==> src/rtl/pcs_pkg.sv <==
package pcs_pkg;

  localparam int CLAMP_W  = 8;
  localparam int RAMP_LEN = 5;
  localparam int STEP_W   = 3;
  localparam logic [STEP_W-1:0] LAST_STEP = STEP_W'(RAMP_LEN - 1);
  localparam logic [CLAMP_W-1:0] CODE_CLOSED = 8'hFF;
  localparam logic [CLAMP_W-1:0] CODE_OPEN   = 8'h00;

  typedef enum logic [0:0] {
    SEQ_IDLE  = 1'b0,
    SEQ_DWELL = 1'b1
  } seq_state_t;

  // Clamp code applied at a given ramp step (step 0 is fully closed).
  function automatic logic [CLAMP_W-1:0] ramp_code(input logic [STEP_W-1:0] step);
    case (step)
      3'd0:    ramp_code = 8'hFF;
      3'd1:    ramp_code = 8'hFE;
      3'd2:    ramp_code = 8'hF8;
      3'd3:    ramp_code = 8'hF0;
      default: ramp_code = CODE_OPEN;
    endcase
  endfunction

endpackage

==> src/rtl/pcs_req_decode.sv <==
module pcs_req_decode #(
  parameter int N_CLUSTERS = 2,
  parameter int CORES      = 4,
  parameter int CL_W       = 2,
  parameter int CO_W       = 3,
  parameter int IDX_W      = 3
) (
  input  logic [CL_W-1:0]  cluster,
  input  logic [CO_W-1:0]  core,
  output logic             in_range,
  output logic [IDX_W-1:0] idx
);

  int unsigned flat;

  always_comb begin
    in_range = (int'(cluster) < N_CLUSTERS) && (int'(core) < CORES);
    flat     = int'(cluster) * CORES + int'(core);
    idx      = in_range ? IDX_W'(flat) : '0;
  end

endmodule

==> src/rtl/pcs_dwell_timer.sv <==
module pcs_dwell_timer #(
  parameter int DWELL_TICKS = 10
) (
  input  logic clk,
  input  logic rst_n,
  input  logic clear,
  input  logic run,
  input  logic tick,
  output logic expire
);

  localparam int CNT_W = $clog2(DWELL_TICKS + 1);
  localparam logic [CNT_W-1:0] CNT_LAST = CNT_W'(DWELL_TICKS - 1);

  logic [CNT_W-1:0] cnt;

  assign expire = run && tick && (cnt == CNT_LAST);

  always_ff @(posedge clk or negedge rst_n) begin
    if (!rst_n) begin
      cnt <= '0;
    end else if (clear) begin
      cnt <= '0;
    end else if (run && tick) begin
      cnt <= expire ? '0 : cnt + CNT_W'(1);
    end
  end

endmodule

==> src/rtl/pcs_clamp_bank.sv <==
module pcs_clamp_bank
  import pcs_pkg::*;
#(
  parameter int N_DOM = 8,
  parameter int IDX_W = 3
) (
  input  logic                      clk,
  input  logic                      rst_n,
  input  logic                      wr_en,
  input  logic [IDX_W-1:0]          wr_idx,
  input  logic [CLAMP_W-1:0]        wr_code,
  input  logic [IDX_W-1:0]          rd_idx,
  output logic [CLAMP_W-1:0]        rd_code,
  output logic [N_DOM*CLAMP_W-1:0]  clamp_flat
);

  logic [CLAMP_W-1:0] words [N_DOM];

  for (genvar g = 0; g < N_DOM; g++) begin : g_dom
    always_ff @(posedge clk or negedge rst_n) begin
      if (!rst_n) begin
        words[g] <= CODE_CLOSED;
      end else if (wr_en && (wr_idx == IDX_W'(g))) begin
        words[g] <= wr_code;
      end
    end
    assign clamp_flat[g*CLAMP_W +: CLAMP_W] = words[g];
  end

  always_comb begin
    rd_code = CODE_CLOSED;
    for (int i = 0; i < N_DOM; i++) begin
      if (rd_idx == IDX_W'(i)) rd_code = words[i];
    end
  end

endmodule

==> src/rtl/pcs_seq_ctrl.sv <==
module pcs_seq_ctrl
  import pcs_pkg::*;
#(
  parameter int IDX_W = 3
) (
  input  logic               clk,
  input  logic               rst_n,
  input  logic               req_valid,
  input  logic               req_on,
  input  logic               in_range,
  input  logic [IDX_W-1:0]   idx,
  input  logic [CLAMP_W-1:0] cur_code,
  input  logic               expire,
  output logic               req_ready,
  output logic               wr_en,
  output logic [IDX_W-1:0]   wr_idx,
  output logic [CLAMP_W-1:0] wr_code,
  output logic               tmr_clear,
  output logic               tmr_run,
  output logic               done,
  output logic               done_err
);

  seq_state_t        state;
  logic [STEP_W-1:0] step;
  logic [IDX_W-1:0]  dom;
  logic              accept;
  logic              skip;

  assign req_ready = (state == SEQ_IDLE);
  assign accept    = req_valid && req_ready;
  assign skip      = req_on && (cur_code == CODE_OPEN);
  assign tmr_clear = accept;
  assign tmr_run   = (state == SEQ_DWELL);

  always_comb begin
    wr_en   = 1'b0;
    wr_idx  = dom;
    wr_code = CODE_CLOSED;
    if (accept && in_range && !skip) begin
      wr_en   = 1'b1;
      wr_idx  = idx;
      wr_code = req_on ? ramp_code('0) : CODE_CLOSED;
    end else if (tmr_run && expire && (step != LAST_STEP)) begin
      wr_en   = 1'b1;
      wr_code = ramp_code(step + STEP_W'(1));
    end
  end

  always_ff @(posedge clk or negedge rst_n) begin
    if (!rst_n) begin
      state    <= SEQ_IDLE;
      step     <= '0;
      dom      <= '0;
      done     <= 1'b0;
      done_err <= 1'b0;
    end else begin
      done     <= 1'b0;
      done_err <= 1'b0;
      case (state)
        SEQ_IDLE: begin
          if (accept) begin
            if (!in_range) begin
              done     <= 1'b1;
              done_err <= 1'b1;
            end else if (skip) begin
              done <= 1'b1;
            end else begin
              state <= SEQ_DWELL;
              dom   <= idx;
              step  <= req_on ? '0 : LAST_STEP;
            end
          end
        end
        SEQ_DWELL: begin
          if (expire) begin
            if (step == LAST_STEP) begin
              state <= SEQ_IDLE;
              done  <= 1'b1;
            end else begin
              step <= step + STEP_W'(1);
            end
          end
        end
        default: state <= SEQ_IDLE;
      endcase
    end
  end

endmodule

==> src/rtl/pwr_clamp_seq.sv <==
module pwr_clamp_seq
  import pcs_pkg::*;
#(
  parameter  int N_CLUSTERS        = 2,
  parameter  int CORES_PER_CLUSTER = 4,
  parameter  int DWELL_TICKS       = 10,
  localparam int N_DOM             = N_CLUSTERS * CORES_PER_CLUSTER,
  localparam int IDX_W             = (N_DOM > 1) ? $clog2(N_DOM) : 1,
  localparam int CL_W              = $clog2(N_CLUSTERS) + 1,
  localparam int CO_W              = $clog2(CORES_PER_CLUSTER) + 1
) (
  input  logic                     clk,
  input  logic                     rst_n,
  input  logic                     tick_us,
  input  logic                     req_valid,
  output logic                     req_ready,
  input  logic [CL_W-1:0]          req_cluster,
  input  logic [CO_W-1:0]          req_core,
  input  logic                     req_on,
  output logic                     done,
  output logic                     done_err,
  output logic [N_DOM*CLAMP_W-1:0] clamp_o
);

  logic               in_range;
  logic [IDX_W-1:0]   idx;
  logic [CLAMP_W-1:0] cur_code;
  logic               expire;
  logic               wr_en;
  logic [IDX_W-1:0]   wr_idx;
  logic [CLAMP_W-1:0] wr_code;
  logic               tmr_clear;
  logic               tmr_run;

  pcs_req_decode #(
    .N_CLUSTERS(N_CLUSTERS), .CORES(CORES_PER_CLUSTER),
    .CL_W(CL_W), .CO_W(CO_W), .IDX_W(IDX_W)
  ) u_dec (
    .cluster(req_cluster), .core(req_core), .in_range(in_range), .idx(idx)
  );

  pcs_clamp_bank #(.N_DOM(N_DOM), .IDX_W(IDX_W)) u_bank (
    .clk(clk), .rst_n(rst_n), .wr_en(wr_en), .wr_idx(wr_idx), .wr_code(wr_code),
    .rd_idx(idx), .rd_code(cur_code), .clamp_flat(clamp_o)
  );

  pcs_dwell_timer #(.DWELL_TICKS(DWELL_TICKS)) u_tmr (
    .clk(clk), .rst_n(rst_n), .clear(tmr_clear), .run(tmr_run),
    .tick(tick_us), .expire(expire)
  );

  pcs_seq_ctrl #(.IDX_W(IDX_W)) u_ctrl (
    .clk(clk), .rst_n(rst_n), .req_valid(req_valid), .req_on(req_on),
    .in_range(in_range), .idx(idx), .cur_code(cur_code), .expire(expire),
    .req_ready(req_ready), .wr_en(wr_en), .wr_idx(wr_idx), .wr_code(wr_code),
    .tmr_clear(tmr_clear), .tmr_run(tmr_run), .done(done), .done_err(done_err)
  );

endmodule

==> config.mk <==
export PLATFORM = sky130hd
export DESIGN_NAME = pwr_clamp_seq
export DESIGN_NICKNAME = d
export VERILOG_FILES = /design/src/rtl/pcs_pkg.sv /design/src/rtl/pcs_req_decode.sv /design/src/rtl/pcs_dwell_timer.sv /design/src/rtl/pcs_clamp_bank.sv /design/src/rtl/pcs_seq_ctrl.sv /design/src/rtl/pwr_clamp_seq.sv
export SDC_FILE = /design/constraint.sdc
export NUM_CORES = 1
export LEC_CHECK = 0
export BUFFER_PORTS_ARGS = -buffer_cell sky130_fd_sc_hd__clkbuf_2
export CORE_UTILIZATION = 47
export CTS_CLUSTER_SIZE = 12
export DETAILED_ROUTE_END_ITERATION = 6
export PLACE_DENSITY = 0.87
export SLEW_MARGIN = 30
export SYNTH_ARGS = -nofsm -noshare
export SYNTH_HDL_FRONTEND = slang
export SYNTH_SLANG_ARGS = --single-unit
export TNS_END_PERCENT = 1
==> constraint.sdc <==
create_clock -name clk -period 2.3 [get_ports clk]
set_input_delay 0.46 -clock clk [delete_from_list [all_inputs] [get_ports clk]]
set_output_delay 0.46 -clock clk [all_outputs]
set_load 0.02 [all_outputs]
* Word-level counts from Yosys, hierarchy flattened *
Index checks and enable logic that the tools add are counted.

operators by class
  add/sub/neg operators = 3
  order comparisons = 2
  eq/ne operators = 25
  multiplexer cells = 40
  bitwise gates (word level) = 2
  reductions and logical operators = 25

operators with widths
  operator                                               number
  two-way mux 8 bit                                      10
  one-hot mux 8 bit (4 select lines)                     1
  equality test 3 bit, second input constant             9
  two-way mux 3 bit                                      8
  equality test 3 x 2 -> 1 bit, second input constant    6
  logical AND 1 bit                                      17
  two-way mux 1 bit                                      15
  two-way mux 4 bit                                      3
  equality test 3 x 1 -> 1 bit, second input constant    3
  zero test 3 bit                                        3
  zero test 8 bit                                        1
  inequality test 2 bit, second input constant           3
  one-hot mux 3 bit (2 select lines)                     1
  AND reduction 5 bit                                    1
  adder 4 x 1 -> 4 bit, second input constant            1
  equality test 4 bit, second input constant             1
  inequality test 2 x 1 -> 1 bit, second input constant  2
  one-hot mux 1 bit (2 select lines)                     2
  AND reduction 4 bit                                    1
  adder 3 x 1 -> 3 bit, second input constant            1
  adder 3 bit                                            1
  less-than comparator 3 bit, second input constant      1
  inequality test 3 bit, second input constant           1
  less-than comparator 2 bit, second input constant      1
  3 further kinds                                        4

storage, ports and cells
  flip-flop bits (word level) = 77
  bits of input ports = 10
  output and inout bits = 67

* Longest topological paths before layout *
  word-level depth = 19
  depth in mapped cells = 10
  gate-level depth less buffers = 9

* By module *
A second synthesis with hierarchy kept.

unflattened totals
  cells, all modules = 314
  area, all modules = 4021.4 sq um

modules (own cells, without submodules)
  module           instances  cells each  area each (sq um)  seq. area each (sq um)
  pcs_clamp_bank   1          225         3149.3             1681.6
  pcs_seq_ctrl     1          59          613.1              225.2
  pcs_dwell_timer  1          26          232.7              100.1
  pcs_req_decode   1          4           26.3               0.0

* Worst setup path before layout *
No wires, ideal clock.

  path kind = input port to flip-flop
  start = input port req_cluster[0]
  end = register u_ctrl.dom[0]
  arrival time = 2379 ps
  required time = 2175 ps
  slack = -204 ps
  cell stages on the path = 10
  buffers on the path = 3
  cells stage by stage = buf_2 nor4b_4 o21ai_1 a311o_1 a41oi_1 nor2b_1 buf_6 or3_1 buf_6 mux2_4

between the ends
  word-level cells in the longest chain between the ends = 16

ends and longest elaborated chain
  what                                                  RTL line             RTL
  start: declaration                                    pwr_clamp_seq.sv:17  input logic [CL_W-1:0] req_cluster,
  branches (longest 16 deep; another with adder 3 bit)  --
  end signal: assignment                                pcs_seq_ctrl.sv:70   dom <= idx;
  end: declaration                                      pcs_seq_ctrl.sv:26   logic [IDX_W-1:0] dom;

Parallel ways; which one is timed is not known.
A chain may end at the register's enable or synchronous reset.

* Final worst setup path *
  start = register u_bank.words (netlist bit u_bank.clamp_flat[26])
  end = register u_bank.words (netlist bit u_bank.clamp_flat[54])

between the ends
  word-level cells in the longest chain between the ends = 12

ends and longest elaborated chain
  what                               RTL line              RTL
  start: declaration                 pcs_clamp_bank.sv:17  logic [CLAMP_W-1:0] words [N_DOM];
  start signal: indexed assignment   pcs_clamp_bank.sv:24  words[g] <= wr_code;
  two-way mux 8 bit * (5 in series)  pcs_clamp_bank.sv:33  if (rd_idx == IDX_W'(i)) rd_code = words[i];
  zero test 8 bit *                  pcs_seq_ctrl.sv:32    assign skip = req_on && (cur_code == CODE_OPEN);
  logical AND 1 bit *                pcs_seq_ctrl.sv:32
  zero test 1 bit *                  pcs_seq_ctrl.sv:40    if (accept && in_range && !skip) begin
  logical AND 1 bit *                pcs_seq_ctrl.sv:40
  two-way mux 3 bit                  pcs_seq_ctrl.sv:40
  equality test 3 bit                pcs_clamp_bank.sv:23  end else if (wr_en && (wr_idx == IDX_W'(g))) begin
  logical AND 1 bit                  pcs_clamp_bank.sv:23

Every way passes the cells marked *; elsewhere a longest branch is shown, timed or not.

==> out/results.ini <==
[power_and_ir_drop]
sequentialPowerShare_pct=42.4
power.internal_mw=1.928
clockPowerShare_pct=16.9
power.leakage_nw=1.553
p_sw_share_pct=39.96
share_comb_of_total_power_pct=40.8
p_per_area_mw_per_mm2=969.4
p_switching_mw=1.283
max-vdd-ir-drop_mv=0.5417

[routing]
avgViaCountPerCell=5.413
avgRoutedWirePerCell_um=15.08
postRouteAntennaNets=0
drc=0
dr.first_iter.drc_count=146
drt-pass1-iter-count=4
vias=2322
routed_wirelength_um=6468

[die]
start_util_pct=49.03
die_area_mm2=0.006052
placementRows=27
die_x_um=77.80
design.core.area_mm2=0.005507
io_pins=77
dieHeight_um=77.80

[clocking]
root_buffer=clkbuf_8
clk_pin_slew_ps=90
h-tree-depth=2
clock_latency_ps=300
cts_sinks=45
tritoncts=built
cts-hold-fix-buffers=0
cts_buffers=5
clk_path_buf_depth=2

[sta]
finClkSkew_ps=7.369
fin_crit_sh_pct=97.96
max_freq_ghz=0.4438
setup_viol_count_final=0
slew_viol_final=0
max_slew_margin_pct=79.77
worst_pin_slew_ps=298.8
hold_viol=0
final.min_clock_period_ps=2253
rsz0062_at_grt=yes
whs_ps=134.3

[synthesis]
syn_inst=274
synth.distinct_cells=50
ys.flop_type=dfstp_2
yosys_warnings=0
synth_top_area_share_pct=31.14
synth_seq_cells=45
syn_nets=292
yosys-top-cells-area=dfstp_2, dfrtp_1, buf_4
syn-cell-area_mm2=0.002700
synth-seq-area-share_pct=43.19
syn-mean-instance-area_um2=9.854
synth_area_leader_cell=dfstp_2
async_flop_share_pct=100.0
synth_edf_count=0

[run_status]
outcome=finished, final reports clean

[layout]
drive_gt1_share_pct=49.58
finish.instance_area_mm2=0.003313
area_growth_pct=22.71
nets=374
diodes=0

[place]
portBuffers=76
place_area_mm2=0.003153
place_congestion=0.8815
dp_hpwl_um=4841

[hold_path]
hold_class=in -> async

[global_route]
grt_max_degree=25
grt.total_usage_pct=22.24
antenna_found_initial=0
grt_pass1_vias=2209
grt_pass1_wl_um=10410
grt_overflow=0

[critical_path]
startpoint_type=flip-flop
criticalPathCategory=reg -> reg
critical_path.endpoint_type=flip-flop
critPathArrivalTime_ps=2480
cp.required_ps=2530
crit_path_max_fanout=4

[job]
maxCapViolations=0

## timing repair
item / in CTS / in global routing
setup buffers: 0 / 1
gates resized for setup: 0 / 13
setup endpoints to repair: 0 / 34
## synth_stat cells, drive strengths merged (2+ instances only)
master,n
or3,4
nand2b,3
o2111ai,2
ha,8
nor4b,2
nand2,41
a311o,2
a31o,3
o31a,28
nor2b,2
nor2,13
dfstp,32
nor4,7
mux2i,4
or4,4
xnor2,2
or2,2
o21ai,9
a21oi,11
a21boi,2
dfrtp,13
mux2,3
nor3,6
or4bb,2
buf,37
inv,11
clkbuf,4
nand3,2
## cell type report
| cell class | instances | area [µm²] |
|---|---|---|
| Clock inverter | 1 | 5.005 |
| Tap cell | 72 | 90.09 |
| Sequential cell | 45 | 1166 |
| Multi-Input combinational cell | 177 | 1236 |
| Timing Repair Buffer | 116 | 678.2 |
| Inverter | 11 | 41.29 |
| Clock buffer | 7 | 96.34 |
| Fill cell | 465 | 2193 |
## cell families after synthesis
kind of cell | share of synthesized area (%)
AOI/OAI and AO/OA | 18.26
and+or+nand+nor | 18.30
DFF | 43.19
buffers and inverters | 12.74
adders and majority gates | 3.707
muxes | 3.151
xor gates and xnor gates | 0.6489
## registers in the layout, summed over array words and instances (netlist names)
register / cells
u_ctrl.step: 3
u_tmr.cnt: 4
u_ctrl.tmr_run: 1
u_ctrl.done: 1
u_bank.clamp_flat: 32
u_ctrl.dom: 3
u_ctrl.done_err: 1
## worst paths after layout
kind                                       start               endpoint  slack [ps]  cells after the start
max in group asynchronous                  rst_n  u_bank.clamp_flat[27]        1860                      2
min in group clk                         tick_us           u_tmr.cnt[3]         470                      3
setup / recovery           u_bank.clamp_flat[26]  u_bank.clamp_flat[54]          50                      9
setup reg to reg           u_bank.clamp_flat[26]  u_bank.clamp_flat[54]          50                      9
hold reg to reg                     u_tmr.cnt[3]           u_tmr.cnt[3]         490                      1
hold / removal                             rst_n          u_ctrl.dom[2]         130                      2
## metal layers
| metal | up-vias | global-route usage [%] | share of wire, % |
|---|---|---|---|
| li1 | 1120 | - | - |
| met1 | 1111 | 28.35 | 45 |
| met2 | 80 | 37.08 | 49 |
| met3 | 11 | 4.824 | 4.5 |
| met4 | 0 | 7.736 | 1.5 |
| met5 | - | 0 | 0 |
## cell usage in the layout, fill, tap and decap left out, types with 3 or more instances in the layout
cell | synthesis | layout
dfrtp_1 | 13 | 13
nand2b_1 | 3 | 3
or4_1 | 4 | 4
o21ai_0 | 8 | 7
mux2_4 | 3 | 3
clkbuf_8 | 0 | 7
o31a_1 | 28 | 28
nor4_1 | 7 | 5
nor2_1 | 12 | 11
a31o_2 | 3 | 3
nand2_1 | 41 | 41
nor3_1 | 6 | 6
buf_4 | 33 | 39
dfstp_2 | 32 | 32
inv_1 | 11 | 11
clkbuf_2 | 1 | 75
mux2i_1 | 4 | 4
ha_1 | 8 | 8
a21oi_1 | 11 | 10
## stage by stage
step	cells	setup WS [ps]	power [mW]	utilization [%]	TNS, ps
floorplan	274	-113.0	2.368	-	-464.0
global placement	419	-256.5	2.621	57.26	-7436
detailed placement	419	-283.1	2.653	57.26	-7808
CTS	427	1.831	3.199	59.10	0
global route	429	-34.47	3.387	60.17	-517.2
finish	429	46.96	3.212	60.17	0
## critical path: stages (launching register included)
cell and delay (ps):
dfstp_2 390, or4bb_1 500, a21oi_1 190, a311o_1 160, a41oi_2 110, nor2b_2 170, buf_2 170, nor4_1 60
buf_4 150, o31a_1 280
## power by group through the flow
stage / sequential, mW / combinational, mW / clock (mW)
2_1_floorplan: 1.53 / 0.841 / 0
4_1_cts: 1.35 / 1.29 / 0.552
5_1_grt: 1.39 / 1.41 / 0.588
3_5_place_dp: 1.36 / 1.29 / 0
3_3_place_gp: 1.35 / 1.27 / 0
6_report: 1.36 / 1.31 / 0.541
No activity file was read; power rests on OpenSTA's default activity.
